==> src/rtl/rxd_pkg.sv <==
package rxd_pkg;
    typedef enum logic [2:0] {
        S_IDLE,
        S_READ,
        S_FILL,
        S_WB,
        S_ADV
    } state_e;

    localparam int CMD_OWN   = 31;
    localparam int CMD_MORE  = 30;
    localparam int CMD_INTR  = 29;
    localparam int CMD_OK    = 27;
    localparam int LEN_W     = 16;

    localparam int EXT_IP    = 17;
    localparam int EXT_IPERR = 18;
    localparam int EXT_TCP   = 19;
    localparam int EXT_TCPE  = 20;
    localparam int EXT_UDP   = 21;
    localparam int EXT_UDPE  = 22;

    typedef struct packed {
        logic [63:0] link;
        logic [63:0] bufp;
        logic [31:0] cmd;
        logic [31:0] ext;
    } desc_t;

    typedef struct packed {
        logic ip;
        logic ip_err;
        logic tcp;
        logic tcp_err;
        logic udp;
        logic udp_err;
    } chk_t;
endpackage

==> src/rtl/rxd_addr_gen.sv <==
module rxd_addr_gen #(
    parameter int ADDR_W = 30,
    parameter int LEN_W  = 5
) (
    input  logic [63:0]       ptr,
    input  logic              wide,
    input  logic              wb,
    output logic [ADDR_W-1:0] addr,
    output logic [LEN_W-1:0]  len
);
    localparam int WORD_B   = 4;
    localparam int NARROW_B = 4 * WORD_B;
    localparam int WIDE_B   = NARROW_B + 2 * WORD_B;
    localparam int CMD_N    = 2 * WORD_B;
    localparam int CMD_W    = 4 * WORD_B;
    localparam int STAT_B   = 2 * WORD_B;

    logic [ADDR_W-1:0] base;
    logic [ADDR_W-1:0] off;

    always_comb begin
        base = ptr[ADDR_W-1:0];
        off  = '0;
        if (wb) begin
            off = wide ? ADDR_W'(CMD_W) : ADDR_W'(CMD_N);
            len = LEN_W'(STAT_B);
        end else begin
            len = wide ? LEN_W'(WIDE_B) : LEN_W'(NARROW_B);
        end
        addr = base + off;
    end
endmodule

==> src/rtl/rxd_status_merge.sv <==
module rxd_status_merge
    import rxd_pkg::*;
(
    input  logic [31:0]      cmd_in,
    input  logic [31:0]      ext_in,
    input  logic [LEN_W-1:0] len,
    input  chk_t             chk,
    input  logic             ext_en,
    output logic [31:0]      cmd_out,
    output logic [31:0]      ext_out
);
    always_comb begin
        cmd_out            = cmd_in;
        cmd_out[CMD_OWN]   = 1'b1;
        cmd_out[CMD_MORE]  = 1'b0;
        cmd_out[CMD_OK]    = 1'b1;
        cmd_out[LEN_W-1:0] = len;

        ext_out = ext_in;
        if (ext_en && chk.ip) begin
            ext_out[EXT_IP] = 1'b1;
            if (chk.ip_err) ext_out[EXT_IPERR] = 1'b1;
            if (chk.tcp) begin
                ext_out[EXT_TCP] = 1'b1;
                if (chk.tcp_err) ext_out[EXT_TCPE] = 1'b1;
            end else if (chk.udp) begin
                ext_out[EXT_UDP] = 1'b1;
                if (chk.udp_err) ext_out[EXT_UDPE] = 1'b1;
            end
        end
    end
endmodule

==> src/rtl/rx_desc_ring.sv <==
module rx_desc_ring
    import rxd_pkg::*;
#(
    parameter int ADDR_W = 30,
    parameter int DLEN_W = 5
) (
    input  logic              clk,
    input  logic              rst_n,
    input  logic              enable,
    input  logic              kick,
    input  logic              mode64,
    input  logic              ext_en,
    input  logic [63:0]       ptr_in,
    output logic              dma_req,
    output logic              dma_write,
    output logic [ADDR_W-1:0] dma_addr,
    output logic [DLEN_W-1:0] dma_len,
    output logic [63:0]       dma_wdata,
    input  logic              dma_done,
    input  logic [63:0]       rd_link,
    input  logic [63:0]       rd_buf,
    input  logic [31:0]       rd_cmd,
    input  logic [31:0]       rd_ext,
    output logic              fill_req,
    output logic [63:0]       fill_ptr,
    output logic [LEN_W-1:0]  fill_cap,
    input  logic              fill_done,
    input  logic [LEN_W-1:0]  pkt_len,
    input  logic              chk_ip,
    input  logic              chk_ip_err,
    input  logic              chk_tcp,
    input  logic              chk_tcp_err,
    input  logic              chk_udp,
    input  logic              chk_udp_err,
    output logic              busy,
    output logic              irq_ok,
    output logic              irq_desc,
    output logic              irq_idle
);
    typedef struct packed {
        state_e      st;
        logic [63:0] ptr;
        logic        wide;
        desc_t       desc;
        logic        irq_ok;
        logic        irq_desc;
        logic        irq_idle;
    } regs_t;

    regs_t r_q, r_d;
    chk_t  chk;
    logic [31:0] cmd_new, ext_new;

    assign chk = '{ip: chk_ip, ip_err: chk_ip_err, tcp: chk_tcp,
                   tcp_err: chk_tcp_err, udp: chk_udp, udp_err: chk_udp_err};

    rxd_addr_gen #(.ADDR_W(ADDR_W), .LEN_W(DLEN_W)) u_addr (
        .ptr  (r_q.ptr),
        .wide (r_q.wide),
        .wb   (r_q.st == S_WB),
        .addr (dma_addr),
        .len  (dma_len)
    );

    rxd_status_merge u_merge (
        .cmd_in  (r_q.desc.cmd),
        .ext_in  (r_q.desc.ext),
        .len     (pkt_len),
        .chk     (chk),
        .ext_en  (ext_en),
        .cmd_out (cmd_new),
        .ext_out (ext_new)
    );

    always_comb begin
        r_d          = r_q;
        r_d.irq_ok   = 1'b0;
        r_d.irq_desc = 1'b0;
        r_d.irq_idle = 1'b0;
        unique case (r_q.st)
            S_IDLE: begin
                if (kick && enable) begin
                    r_d.st   = S_READ;
                    r_d.ptr  = ptr_in;
                    r_d.wide = mode64;
                end
            end
            S_READ: begin
                if (dma_done) begin
                    r_d.desc.cmd  = rd_cmd;
                    r_d.desc.ext  = rd_ext;
                    r_d.desc.link = r_q.wide ? rd_link : {32'd0, rd_link[31:0]};
                    r_d.desc.bufp = r_q.wide ? rd_buf  : {32'd0, rd_buf[31:0]};
                    if (rd_cmd[CMD_OWN]) begin
                        r_d.irq_idle = 1'b1;
                        r_d.st       = S_IDLE;
                    end else begin
                        r_d.st = S_FILL;
                    end
                end
            end
            S_FILL: begin
                if (fill_done) begin
                    r_d.desc.cmd = cmd_new;
                    r_d.desc.ext = ext_new;
                    r_d.st       = S_WB;
                end
            end
            S_WB: begin
                if (dma_done) begin
                    r_d.irq_ok   = 1'b1;
                    r_d.irq_desc = r_q.desc.cmd[CMD_INTR];
                    r_d.st       = enable ? S_ADV : S_IDLE;
                end
            end
            S_ADV: begin
                if (r_q.desc.link == 64'd0) begin
                    r_d.irq_idle = 1'b1;
                    r_d.st       = S_IDLE;
                end else begin
                    r_d.ptr = r_q.desc.link;
                    r_d.st  = S_READ;
                end
            end
            default: r_d.st = S_IDLE;
        endcase
    end

    always_ff @(posedge clk) begin
        if (!rst_n) begin
            r_q <= '0;
        end else begin
            r_q <= r_d;
        end
    end

    assign dma_req   = (r_q.st == S_READ) || (r_q.st == S_WB);
    assign dma_write = (r_q.st == S_WB);
    assign dma_wdata = {r_q.desc.ext, r_q.desc.cmd};
    assign fill_req  = (r_q.st == S_FILL);
    assign fill_ptr  = r_q.desc.bufp;
    assign fill_cap  = r_q.desc.cmd[LEN_W-1:0];
    assign busy      = (r_q.st != S_IDLE);
    assign irq_ok    = r_q.irq_ok;
    assign irq_desc  = r_q.irq_desc;
    assign irq_idle  = r_q.irq_idle;

    p_hold_req_r10: assert property (@(posedge clk) disable iff (!rst_n)
        dma_req && !dma_done |=> dma_req && $stable(dma_addr) && $stable(dma_write));

    p_no_overlap_r10: assert property (@(posedge clk) disable iff (!rst_n)
        !(dma_req && fill_req));

    p_desc_with_ok_r8: assert property (@(posedge clk) disable iff (!rst_n)
        irq_desc |-> irq_ok);

    p_wb_owned_r5: assert property (@(posedge clk) disable iff (!rst_n)
        dma_req && dma_write |-> dma_wdata[CMD_OWN] && !dma_wdata[CMD_MORE]);

    p_wb_len_r7: assert property (@(posedge clk) disable iff (!rst_n)
        dma_req && dma_write |-> dma_len == DLEN_W'(8));

    p_idle_quiet_r1: assert property (@(posedge clk) disable iff (!rst_n)
        !busy |-> !dma_req && !fill_req);

    p_fill_follows_read_r4: assert property (@(posedge clk) disable iff (!rst_n)
        $rose(fill_req) |-> $past(dma_req) && !$past(dma_write));
endmodule

==> config.mk <==
export PLATFORM = sky130hd
export DESIGN_NAME = rx_desc_ring
export DESIGN_NICKNAME = d
export VERILOG_FILES = /design/src/rtl/rxd_pkg.sv /design/src/rtl/rxd_addr_gen.sv /design/src/rtl/rxd_status_merge.sv /design/src/rtl/rx_desc_ring.sv
export SDC_FILE = /design/constraint.sdc
export NUM_CORES = 1
export LEC_CHECK = 0
export BUFFER_PORTS_ARGS = -buffer_cell sky130_fd_sc_hd__buf_2
export CAP_MARGIN = 20
export CORE_AREA = 5 5 181 183
export DETAILED_ROUTE_END_ITERATION = 16
export DIE_AREA = 0 0 186 188
export HOLD_SLACK_MARGIN = 0.06
export PLACE_DENSITY = 0.71
export SKIP_CTS_REPAIR_TIMING = 1
export SYNTH_ARGS = -nofsm -noshare
export SYNTH_HDL_FRONTEND = slang
export SYNTH_SLANG_ARGS = --single-unit
==> constraint.sdc <==
create_clock -name clk -period 3.55 [get_ports clk]
set_clock_uncertainty 0.2 [all_clocks]
set_input_delay 0.355 -clock clk [delete_from_list [all_inputs] [get_ports clk]]
set_output_delay 0.355 -clock clk [all_outputs]
set_load 0.1 [all_outputs]
==> results of run 1 <==
## report_power, final
group | leakage (nW) | switching, mW | internal, mW
combinational | 4.61 | 1.09 | 0.540
sequential | 1.86 | 0.107 | 2.66
clock | 0.427 | 1.09 | 1.63
## synth_stat cells, types with 2 or more instances
cell	n	area (um^2)
a211oi_1	17	128
a21o_1	2	15.0
a21oi_1	175	876
a31oi_1	32	200
a41o_1	30	300
and2_1	2	12.5
and3_1	2	12.5
and4_1	2	17.5
buf_1	2	7.51
buf_2	27	135
buf_4	155	1160
buf_6	8	90.1
clkbuf_1	71	267
dfxtp_1	229	4580
ha_1	2	25.0
inv_1	12	45.0
mux2i_1	16	160
nand2_1	286	1070
nand2b_1	4	25.0
nand3_1	99	495
nand3b_1	4	30.0
nand4_1	14	87.6
nor2_1	30	113
nor3_1	11	55.1
nor4_1	16	100
nor4_4	2	42.5
o211ai_1	2	15.0
o21ai_0	66	330
xnor2_1	21	184
xor2_1	4	35.0
## path summary, 6_finish.rpt
kind                startpoint            end  slack [ps]  depth (start not counted)
hold / removal      chk_ip_err  dma_wdata[50]          30                          3
setup / recovery      r_q[260]   dma_addr[21]        -500                         13
setup reg to reg      r_q[261]  dma_wdata[52]         530                          7
hold reg to reg   fill_ptr[52]   fill_ptr[52]         250                          2
## sequential cells by signal, indices dropped and copies added, names as in the netlist
signal	count
dma_wdata	64
fill_ptr	64
irq_desc	1
irq_idle	1
irq_ok	1
r_q	98
## metrics by stage
step	setup slack, ps	utilization	hold slack (ps)	power [mW]
after floorplan	-1180	-	224	3.93
after global placement	159	0.410	231	4.22
after detailed placement	42.2	0.410	239	4.23
after CTS	-528	0.438	-181	6.96
after global routing	-703	0.512	63.4	7.38
final	-504	0.512	33.4	7.12
## layer usage
layer / global-route usage / up-vias / wire length (um)
met1: 0.224 / 5395 / 14900
li1: - / 5420 / -
met4: 0.0605 / 0 / 1610
met3: 0.0520 / 128 / 3560
met5: 0 / - / 0
met2: 0.300 / 648 / 19400
## final cells by class
class | count | area, um^2 | area share
inverters | 13 | 62.6 | 0.00394
clock inverters | 8 | 108 | 0.00677
flip-flops and latches | 229 | 4590 | 0.289
well taps | 402 | 503 | 0.0316
multi-input cells | 861 | 5030 | 0.316
diodes | 3 | 7.51 | 0.000472
repair buffers | 677 | 4830 | 0.304
clock buffers | 37 | 762 | 0.0479
## critical path, stage by stage (launching register included)
cell and delay (ps):
dfxtp_2 330, nor2b_4 150, and2_4 170, clkinvlp_4 100, nor2_2 80, ha_2 180, inv_2 40, fa_2 390
nand4b_1 340, nor4_4 340, buf_4 190, nand4_1 210, xnor2_4 250, buf_12 190
## cell families after synthesis
logic type	after synthesis	synth area share
AND/OR/NAND/NOR	483	0.201
AO/OA/AOI/OAI	331	0.178
buffers and inverters	277	0.159
flip-flops	229	0.424
XOR/XNOR	25	0.0202
multiplexers	16	0.0148
adder cells (fa/ha/maj)	3	0.00416
other	1	0.000346
==> impl_metrics.env, run 1 <==
export IMPL_cts_tree="done"
export IMPL_synth_cell_type_count=52
export IMPL_route_detailed_drc=0
export IMPL_hpwlAfterDp_um=24500
export IMPL_synth_edf_count=0
export IMPL_fmax_mhz=247
export IMPL_numPlacedInstances=1958
export IMPL_fin_ws_ps=-504
export IMPL_area_growth_pct=46.8
export IMPL_tightest_slew_ps=1100
export IMPL_final_setup_tns_ps=-3400
export IMPL_netlist_area_um2=10800
export IMPL_post_route_period_util=1.14
export IMPL_htreeDepth=1
export IMPL_numCtsBuffers=26
export IMPL_antenna_found_initial=3
export IMPL_postSynth_asyncResetShare=0
export IMPL_arrival_ps=3500
export IMPL_die_h_um=188
export IMPL_status="complete, but fails checks"
export IMPL_final_area_um2=15900
export IMPL_finalNonFillerCells=2230
export IMPL_grt_max_degree=126
export IMPL_coreArea_um2=31100
export IMPL_irDropWorstVdd_uv=358
export IMPL_wl_um=39500
export IMPL_pin_count=472
export IMPL_ys_flop_type="dfxtp_1"
export IMPL_grt_overflow=0
export IMPL_io_buffer_count=434
export IMPL_slew_headroom=0.263
export IMPL_fp_dieArea_um2=35000
export IMPL_synth_cells=1365
export IMPL_setup_viol=9
export IMPL_grt_pass1_vias=9815
export IMPL_cp_required_ps=2990
export IMPL_path_max_fanout=6
export IMPL_place_congestion=0.806
export IMPL_drv_cap=0
export IMPL_slew_viol_final=0
export IMPL_crit_type="reg2out"
export IMPL_chipWidth_um=186
export IMPL_ant_nets=0
export IMPL_grt_pass1_wl_um=52100
export IMPL_drtIter0Drc=925
export IMPL_critPathLaunchType="register"
export IMPL_avgViaCountPerCell=5.20
export IMPL_path_clk_slew_ps=60
export IMPL_place_area_um2=12700
export IMPL_nNetsFinal=2097
export IMPL_cts_sinks=229
export IMPL_fin_crit_ps=4050
export IMPL_avgSynthCellArea_um2=7.93
export IMPL_nFillCells=2661
export IMPL_p_leak_nw=6.89
export IMPL_final_common_cell="buf_2"
export IMPL_cp_end_kind="output pin"
export IMPL_drive_gt1_frac=0.308
export IMPL_grtUsageTotal=0.181
export IMPL_routed_via_count=11591
export IMPL_clockRootBuffer="clkbuf_16"
export IMPL_rows=65
export IMPL_drt_pass1_iter_count=6
export IMPL_powerDensity_nw_per_um2=448
export IMPL_finalHoldViolCount=0
export IMPL_yosysSeqAreaShare=0.424
export IMPL_ys_ff_latch=229
export IMPL_initial_core_util=0.348
export IMPL_rsz0062_at_grt="yes"
export IMPL_mostFrequentLayoutCells="buf_2, nand2_1, dfxtp_1, dlygate4sd3_1, a21oi_1"
export IMPL_clk_latency_ps=540
export IMPL_hp_class="in2reg"
export IMPL_ctsLongestPathBuffers=3
export IMPL_yosys_warnings=0
export IMPL_violations="negative setup slack"
export IMPL_wire_per_inst_um=17.7
Power figures use the tool's default switching activity.
==> inputs of run 2 (changes only) <==
Clock period 3.55 ns to 4.8 ns, I/O delays scaled along.
==> run 2 against run 1 <==
The run now ends clean. First-iteration DRC count decreased by 12%. Sequential share of layout area is 2.1 points higher. Global-route usage is 0.22 points lower. Worst hold slack better by 1.5 ps. Wire length down 4.8%. Cell count fell by 2.9%.
==> impl_metrics.env, run 2 (synthesized netlist as in run 1, its figures left out) <==
export IMPL_power_total_mw=5.12
export IMPL_grt_pass1_vias=9766
export IMPL_p_leak_nw=6.50
export IMPL_min_from="rd_link[47]"
export IMPL_cts_tree="done"
export IMPL_clockRootBuffer="clkbuf_16"
export IMPL_final_common_cell="buf_2"
export IMPL_grt_pass1_wl_um=51800
export IMPL_hp_class="in2reg"
export IMPL_powerDensity_nw_per_um2=345
export IMPL_drt_pass1_iter_count=5
export IMPL_place_ws_ps=807
export IMPL_path_clk_slew_ps=60
export IMPL_hpwlAfterDp_um=23900
export IMPL_wire_per_inst_um=17.3
export IMPL_slew_headroom=0.334
export IMPL_pin_count=472
export IMPL_rsz0062_at_grt="no"
export IMPL_wl_um=37600
export IMPL_drv_cap=0
export IMPL_tightest_slew_ps=998
export IMPL_fin_crit_ps=4580
export IMPL_regMostFlops="r_q"
export IMPL_ant_nets=0
export IMPL_initial_core_util=0.348
export IMPL_coreArea_um2=31100
export IMPL_setup_viol=0
export IMPL_grt_max_degree=176
export IMPL_ff2ff_setup_slack_ps=2010
export IMPL_path_max_fanout=10
export IMPL_routed_via_count=11146
export IMPL_cp_end_kind="output pin"
export IMPL_drtIter0Drc=817
export IMPL_route_detailed_drc=0
export IMPL_io_buffer_count=434
export IMPL_clk_latency_ps=530
export IMPL_min_delay_path_depth=3
export IMPL_largest_reg_flops=98
export IMPL_multiInputGateArea_um2=4800
export IMPL_numCtsBuffers=25
export IMPL_grtUsageTotal=0.178
export IMPL_nNetsFinal=2035
export IMPL_ff2ff_path_depth=4
export IMPL_irDropWorstVdd_uv=271
export IMPL_fin_ws_ps=218
export IMPL_cp_required_ps=4120
export IMPL_post_route_period_util=0.954
export IMPL_antenna_found_initial=2
export IMPL_crit_type="reg2out"
export IMPL_place_congestion=0.885
export IMPL_regArea_um2=4590
export IMPL_cts_sinks=229
export IMPL_r2r_end="dma_wdata[3]"
export IMPL_rows=65
export IMPL_finalNonFillerCells=2165
export IMPL_fp_dieArea_um2=35000
export IMPL_worst_r2r_startpoint="r_q[261]"
export IMPL_holdWs_ps=34.9
export IMPL_fmax_mhz=218
export IMPL_chipWidth_um=186
export IMPL_ctsLongestPathBuffers=3
export IMPL_slew_viol_final=0
export IMPL_arrival_ps=3900
export IMPL_grt_overflow=0
export IMPL_die_h_um=188
export IMPL_nFillCells=2904
export IMPL_numPlacedInstances=1948
export IMPL_min_to="r_q[178]"
export IMPL_area_growth_pct=36.9
export IMPL_htreeDepth=1
export IMPL_finalHoldViolCount=0
export IMPL_status="finished clean"
export IMPL_mostFrequentLayoutCells="buf_2, nand2_1, dfxtp_1, a21oi_1, dlygate4sd3_1"
export IMPL_avgViaCountPerCell=5.15
export IMPL_drive_gt1_frac=0.297
export IMPL_critPathLaunchType="register"
[run 2: cell types whose count changed in the layout (fill, tap and decap cells not counted), moves of 3 or more]
cell	before	now
xnor2_1	0	3
buf_12	20	3
xnor2_4	17	8
nand3_1	96	99
dlygate4sd3_1	212	171
nand2_1	282	286
xnor2_2	4	10
clkinv_2	4	7
buf_4	27	6
buf_2	414	434
nand2_2	4	1
[run 2: metrics by stage]
| stage | utilization | setup TNS, ps | cell area, um^2 |
|---|---|---|---|
| floorplan | - | -85.1 | 11100 |
| global placement | 0.394 | 0 | 12200 |
| detailed placement | 0.394 | 0 | 12200 |
| CTS | 0.421 | 0 | 13100 |
| global route | 0.477 | 0 | 14800 |
| finish | 0.477 | 0 | 14800 |
[run 2: cell type report]
type | count | share of cell area
timing repair buffer | 616 | 0.272
multi-input combinational | 861 | 0.324
clock inverter | 11 | 0.00920
inverter | 13 | 0.00397
sequential | 229 | 0.309
antenna | 1 | 0.000169
clock buffer | 32 | 0.0474
tap | 402 | 0.0339
[run 2: metal layers]
metal | part of all wire | vias to the layer above | global-route usage | wire (um)
li1 | - | 5282 | - | -
met1 | 0.40 | 5220 | 0.224 | 14800
met2 | 0.48 | 532 | 0.299 | 18200
met3 | 0.087 | 110 | 0.0512 | 3250
met4 | 0.034 | 2 | 0.0476 | 1270
met5 | 0.00035 | - | 0 | 13
[run 2: worst max-delay path, cell delays in order, from the launching register on]
cell	delay, ps
dfxtp_1	480
nor2b_4	220
and2_4	190
clkinvlp_4	100
nor2_1	100
ha_1	180
inv_1	60
fa_2	390
nand4b_1	340
nor4_4	380
nand4_1	280
xnor2_4	210
buf_2	440
[run 2: how the worst max path moves through the flow]
stage	to	startpoint	depth (start not counted)	slack (ps)
after global placement	dma_addr[27]	r_q[260]	12	890
final	dma_addr[27]	r_q[260]	12	220
after CTS	dma_addr[27]	r_q[260]	12	230
after global routing	dma_addr[27]	r_q[260]	12	10
after detailed placement	dma_addr[27]	r_q[260]	12	810
after floorplan	dma_addr[27]	r_q[260]	13	-60
[run 2: where the power goes]
part	switching (mW)	internal (mW)	total (mW)
Combinational	0.791	0.325	1.12
Sequential	0.0723	1.97	2.04
Clock	0.778	1.19	1.96
==> inputs of run 3 (changes only) <==
Settings changed: ABC_AREA set to 1.
==> run 3 against run 2 <==
Wire length increased by 1.7%. Synthesized area decreased by 0.61%. Critical endpoint is now dma_addr[29]. Design area increased by 2.1%. Sequential power decreased by 2%.
==> impl_metrics.env, run 3 <==
export IMPL_status="finished clean"
export IMPL_min_from="rd_ext[22]"
export IMPL_ys_flop_type="dfxtp_1"
export IMPL_worst_r2r_startpoint="r_q[262]"
export IMPL_grt_pass1_vias=9682
export IMPL_yosysSeqAreaShare=0.426
export IMPL_postSynth_asyncResetShare=0
export IMPL_final_common_cell="buf_2"
export IMPL_synth_top_family_by_area="simple AND/OR/NAND/NOR gates"
export IMPL_p_leak_nw=7.11
export IMPL_coreArea_um2=31100
export IMPL_die_h_um=188
export IMPL_fin_ws_ps=288
export IMPL_final_util=0.487
export IMPL_wire_per_inst_um=16.5
export IMPL_ff2ff_setup_slack_ps=1490
export IMPL_fp_dieArea_um2=35000
export IMPL_slew_headroom=0.264
export IMPL_final_area_um2=15100
export IMPL_post_route_period_util=0.940
export IMPL_htreeDepth=1
export IMPL_path_max_fanout=5
export IMPL_synth_cells=1474
export IMPL_netlist_area_um2=10800
export IMPL_cts_sinks=229
export IMPL_drive_gt1_frac=0.286
export IMPL_clk_latency_ps=530
export IMPL_yosys_top_cells_area="dfxtp_1, buf_4, nor2_1, nand2_1, nand3_1"
export IMPL_synth_edf_count=0
export IMPL_chipWidth_um=186
export IMPL_rows=65
export IMPL_nNetsFinal=2188
export IMPL_yosysMostFrequentCell="nor2_1"
export IMPL_mostFrequentLayoutCells="buf_2, nor2_1, nand2_1, dfxtp_1, dlygate4sd3_1"
export IMPL_ctsLongestPathBuffers=3
export IMPL_min_delay_path_depth=3
export IMPL_synth_simple_area_share=0.265
export IMPL_hp_class="in2reg"
export IMPL_grt_max_degree=118
export IMPL_avgViaCountPerCell=4.92
export IMPL_route_detailed_drc=0
export IMPL_clockRootBuffer="clkbuf_16"
export IMPL_yosys_warnings=0
export IMPL_critPathLaunchType="register"
export IMPL_ff2ff_path_depth=9
export IMPL_drtIter0Drc=737
export IMPL_crit_top_cell="nor2_4"
export IMPL_drv_cap=0
export IMPL_ys_ff_latch=229
export IMPL_place_ws_ps=824
export IMPL_yosysTopAreaCell="dfxtp_1"
export IMPL_place_area_um2=12300
export IMPL_antenna_found_initial=4
export IMPL_r2r_end="dma_wdata[7]"
export IMPL_drt_pass1_iter_count=5
export IMPL_tightest_slew_ps=1100
export IMPL_slew_viol_final=0
export IMPL_pin_count=472
export IMPL_irDropWorstVdd_uv=239
export IMPL_synth_adder_area_share=0.00419
export IMPL_synthMuxAreaShare=0
export IMPL_largest_reg_flops=98
export IMPL_regMostFlops="r_q"
export IMPL_grtUsageTotal=0.181
export IMPL_ys_top_cells_by_count="nor2_1, nand2_1, dfxtp_1, buf_4, nand3_1"
export IMPL_synth_compound_area_frac=0.126
export IMPL_synth_top_area_share=0.426
export IMPL_crit_slowest_cell="buf_2"
export IMPL_ant_nets=0
export IMPL_path_clk_slew_ps=60
export IMPL_numCtsBuffers=25
export IMPL_synth_cell_type_count=33
export IMPL_routed_via_count=11408
export IMPL_rsz0062_at_grt="no"
export IMPL_io_buffer_count=434
export IMPL_fin_crit_ps=4510
export IMPL_arrival_ps=3830
export IMPL_cp_required_ps=4120
export IMPL_hpwlAfterDp_um=24400
export IMPL_grt_pass1_wl_um=51900
export IMPL_powerDensity_nw_per_um2=312
export IMPL_cpPeakStageDelay_ps=430
export IMPL_worstPathCellList="nor2_4, inv_2, nor2_4, clkinvlp_4, nor2_1, ha_2, inv_2, fa_2, nor2_4, nand4_4, nor2_4, nand2_4, nor3_4, nand2_2, xnor2_4, buf_2"
export IMPL_avgSynthCellArea_um2=7.30
export IMPL_cp_end_kind="output pin"
export IMPL_cts_tree="done"
export IMPL_grt_overflow=0
export IMPL_nFillCells=2864
export IMPL_area_growth_pct=40.7
export IMPL_setup_viol=0
export IMPL_finalHoldViolCount=0
export IMPL_crit_type="reg2out"
export IMPL_initial_core_util=0.346
export IMPL_fmax_mhz=222
export IMPL_wl_um=38200
export IMPL_synth_xor_area_frac=0.0195
export IMPL_place_congestion=0.856
export IMPL_min_to="dma_wdata[54]"
[run 3: changes by cell type in the layout (fill, tap and decap cells not counted), sizes merged, moves of 30 or more]
cell | before | now
nor2 | 31 | 259
a21oi | 175 | 120
nand2 | 287 | 246
nand3 | 99 | 145
a41o | 30 | 0
o21ai | 67 | 128
[run 3: cells by family after synthesis]
family	Yosys count
XOR/XNOR	24
AO/OA/AOI/OAI	265
buffers and inverters	282
AND/OR/NAND/NOR	670
adder cells (fa/ha/maj)	3
flip-flops	229
other	1
[run 3: cell type report]
class                      instances  area [um^2]  area share
multi-input combinational        965         4850       0.321
clock inverter                     7         88.8     0.00587
sequential                       229         4590       0.303
inverter                          37          149     0.00984
antenna                            2         5.00    0.000331
clock buffer                      35          733      0.0484
tap                              402          503      0.0332
timing repair buffer             641         4220       0.279
[run 3: how the worst max path moves through the flow]
stage / start / to / slack, ps / cells past startpoint
2_1_floorplan: r_q[260] / dma_addr[29] / -580 / 16
3_3_place_gp: r_q[260] / dma_addr[29] / 900 / 17
3_5_place_dp: r_q[260] / dma_addr[29] / 820 / 17
4_1_cts: r_q[260] / dma_addr[29] / 260 / 17
5_1_grt: r_q[260] / dma_addr[29] / 50 / 17
6_report: r_q[262] / dma_addr[29] / 290 / 16
[run 3: metrics by stage]
step | cells | total power, mW | hold slack, ps | TNS, ps
floorplan | 1476 | 2.52 | 229 | -4730
global placement | 2078 | 2.68 | 236 | 0
detailed placement | 2078 | 2.69 | 247 | 0
CTS | 2120 | 4.63 | -42.4 | 0
global route | 2318 | 4.88 | 47.7 | 0
finish | 2318 | 4.72 | 43.3 | 0
[run 3: routing by layer]
| metal | vias to the layer above | part of all wire | global-route usage |
|---|---|---|---|
| met4 | 4 | 0.029 | 0.0482 |
| met2 | 570 | 0.49 | 0.309 |
| met1 | 5271 | 0.39 | 0.233 |
| met5 | - | 0.00058 | 0 |
| met3 | 84 | 0.084 | 0.0343 |
| li1 | 5479 | - | - |
[run 3: power by group]
| group | switching (mW) | internal [mW] |
|---|---|---|
| logic | 0.522 | 0.264 |
| clock network | 0.778 | 1.16 |
| registers | 0.0480 | 1.94 |
[run 3: critical path: cells and delay by family, from the launching register on]
family,cells,cell delay [ps]
and+or+nand+nor,9,1520
adders and majority gates,2,570
buffers and inverters,4,710
DFF,1,350
xor gates and xnor gates,1,130
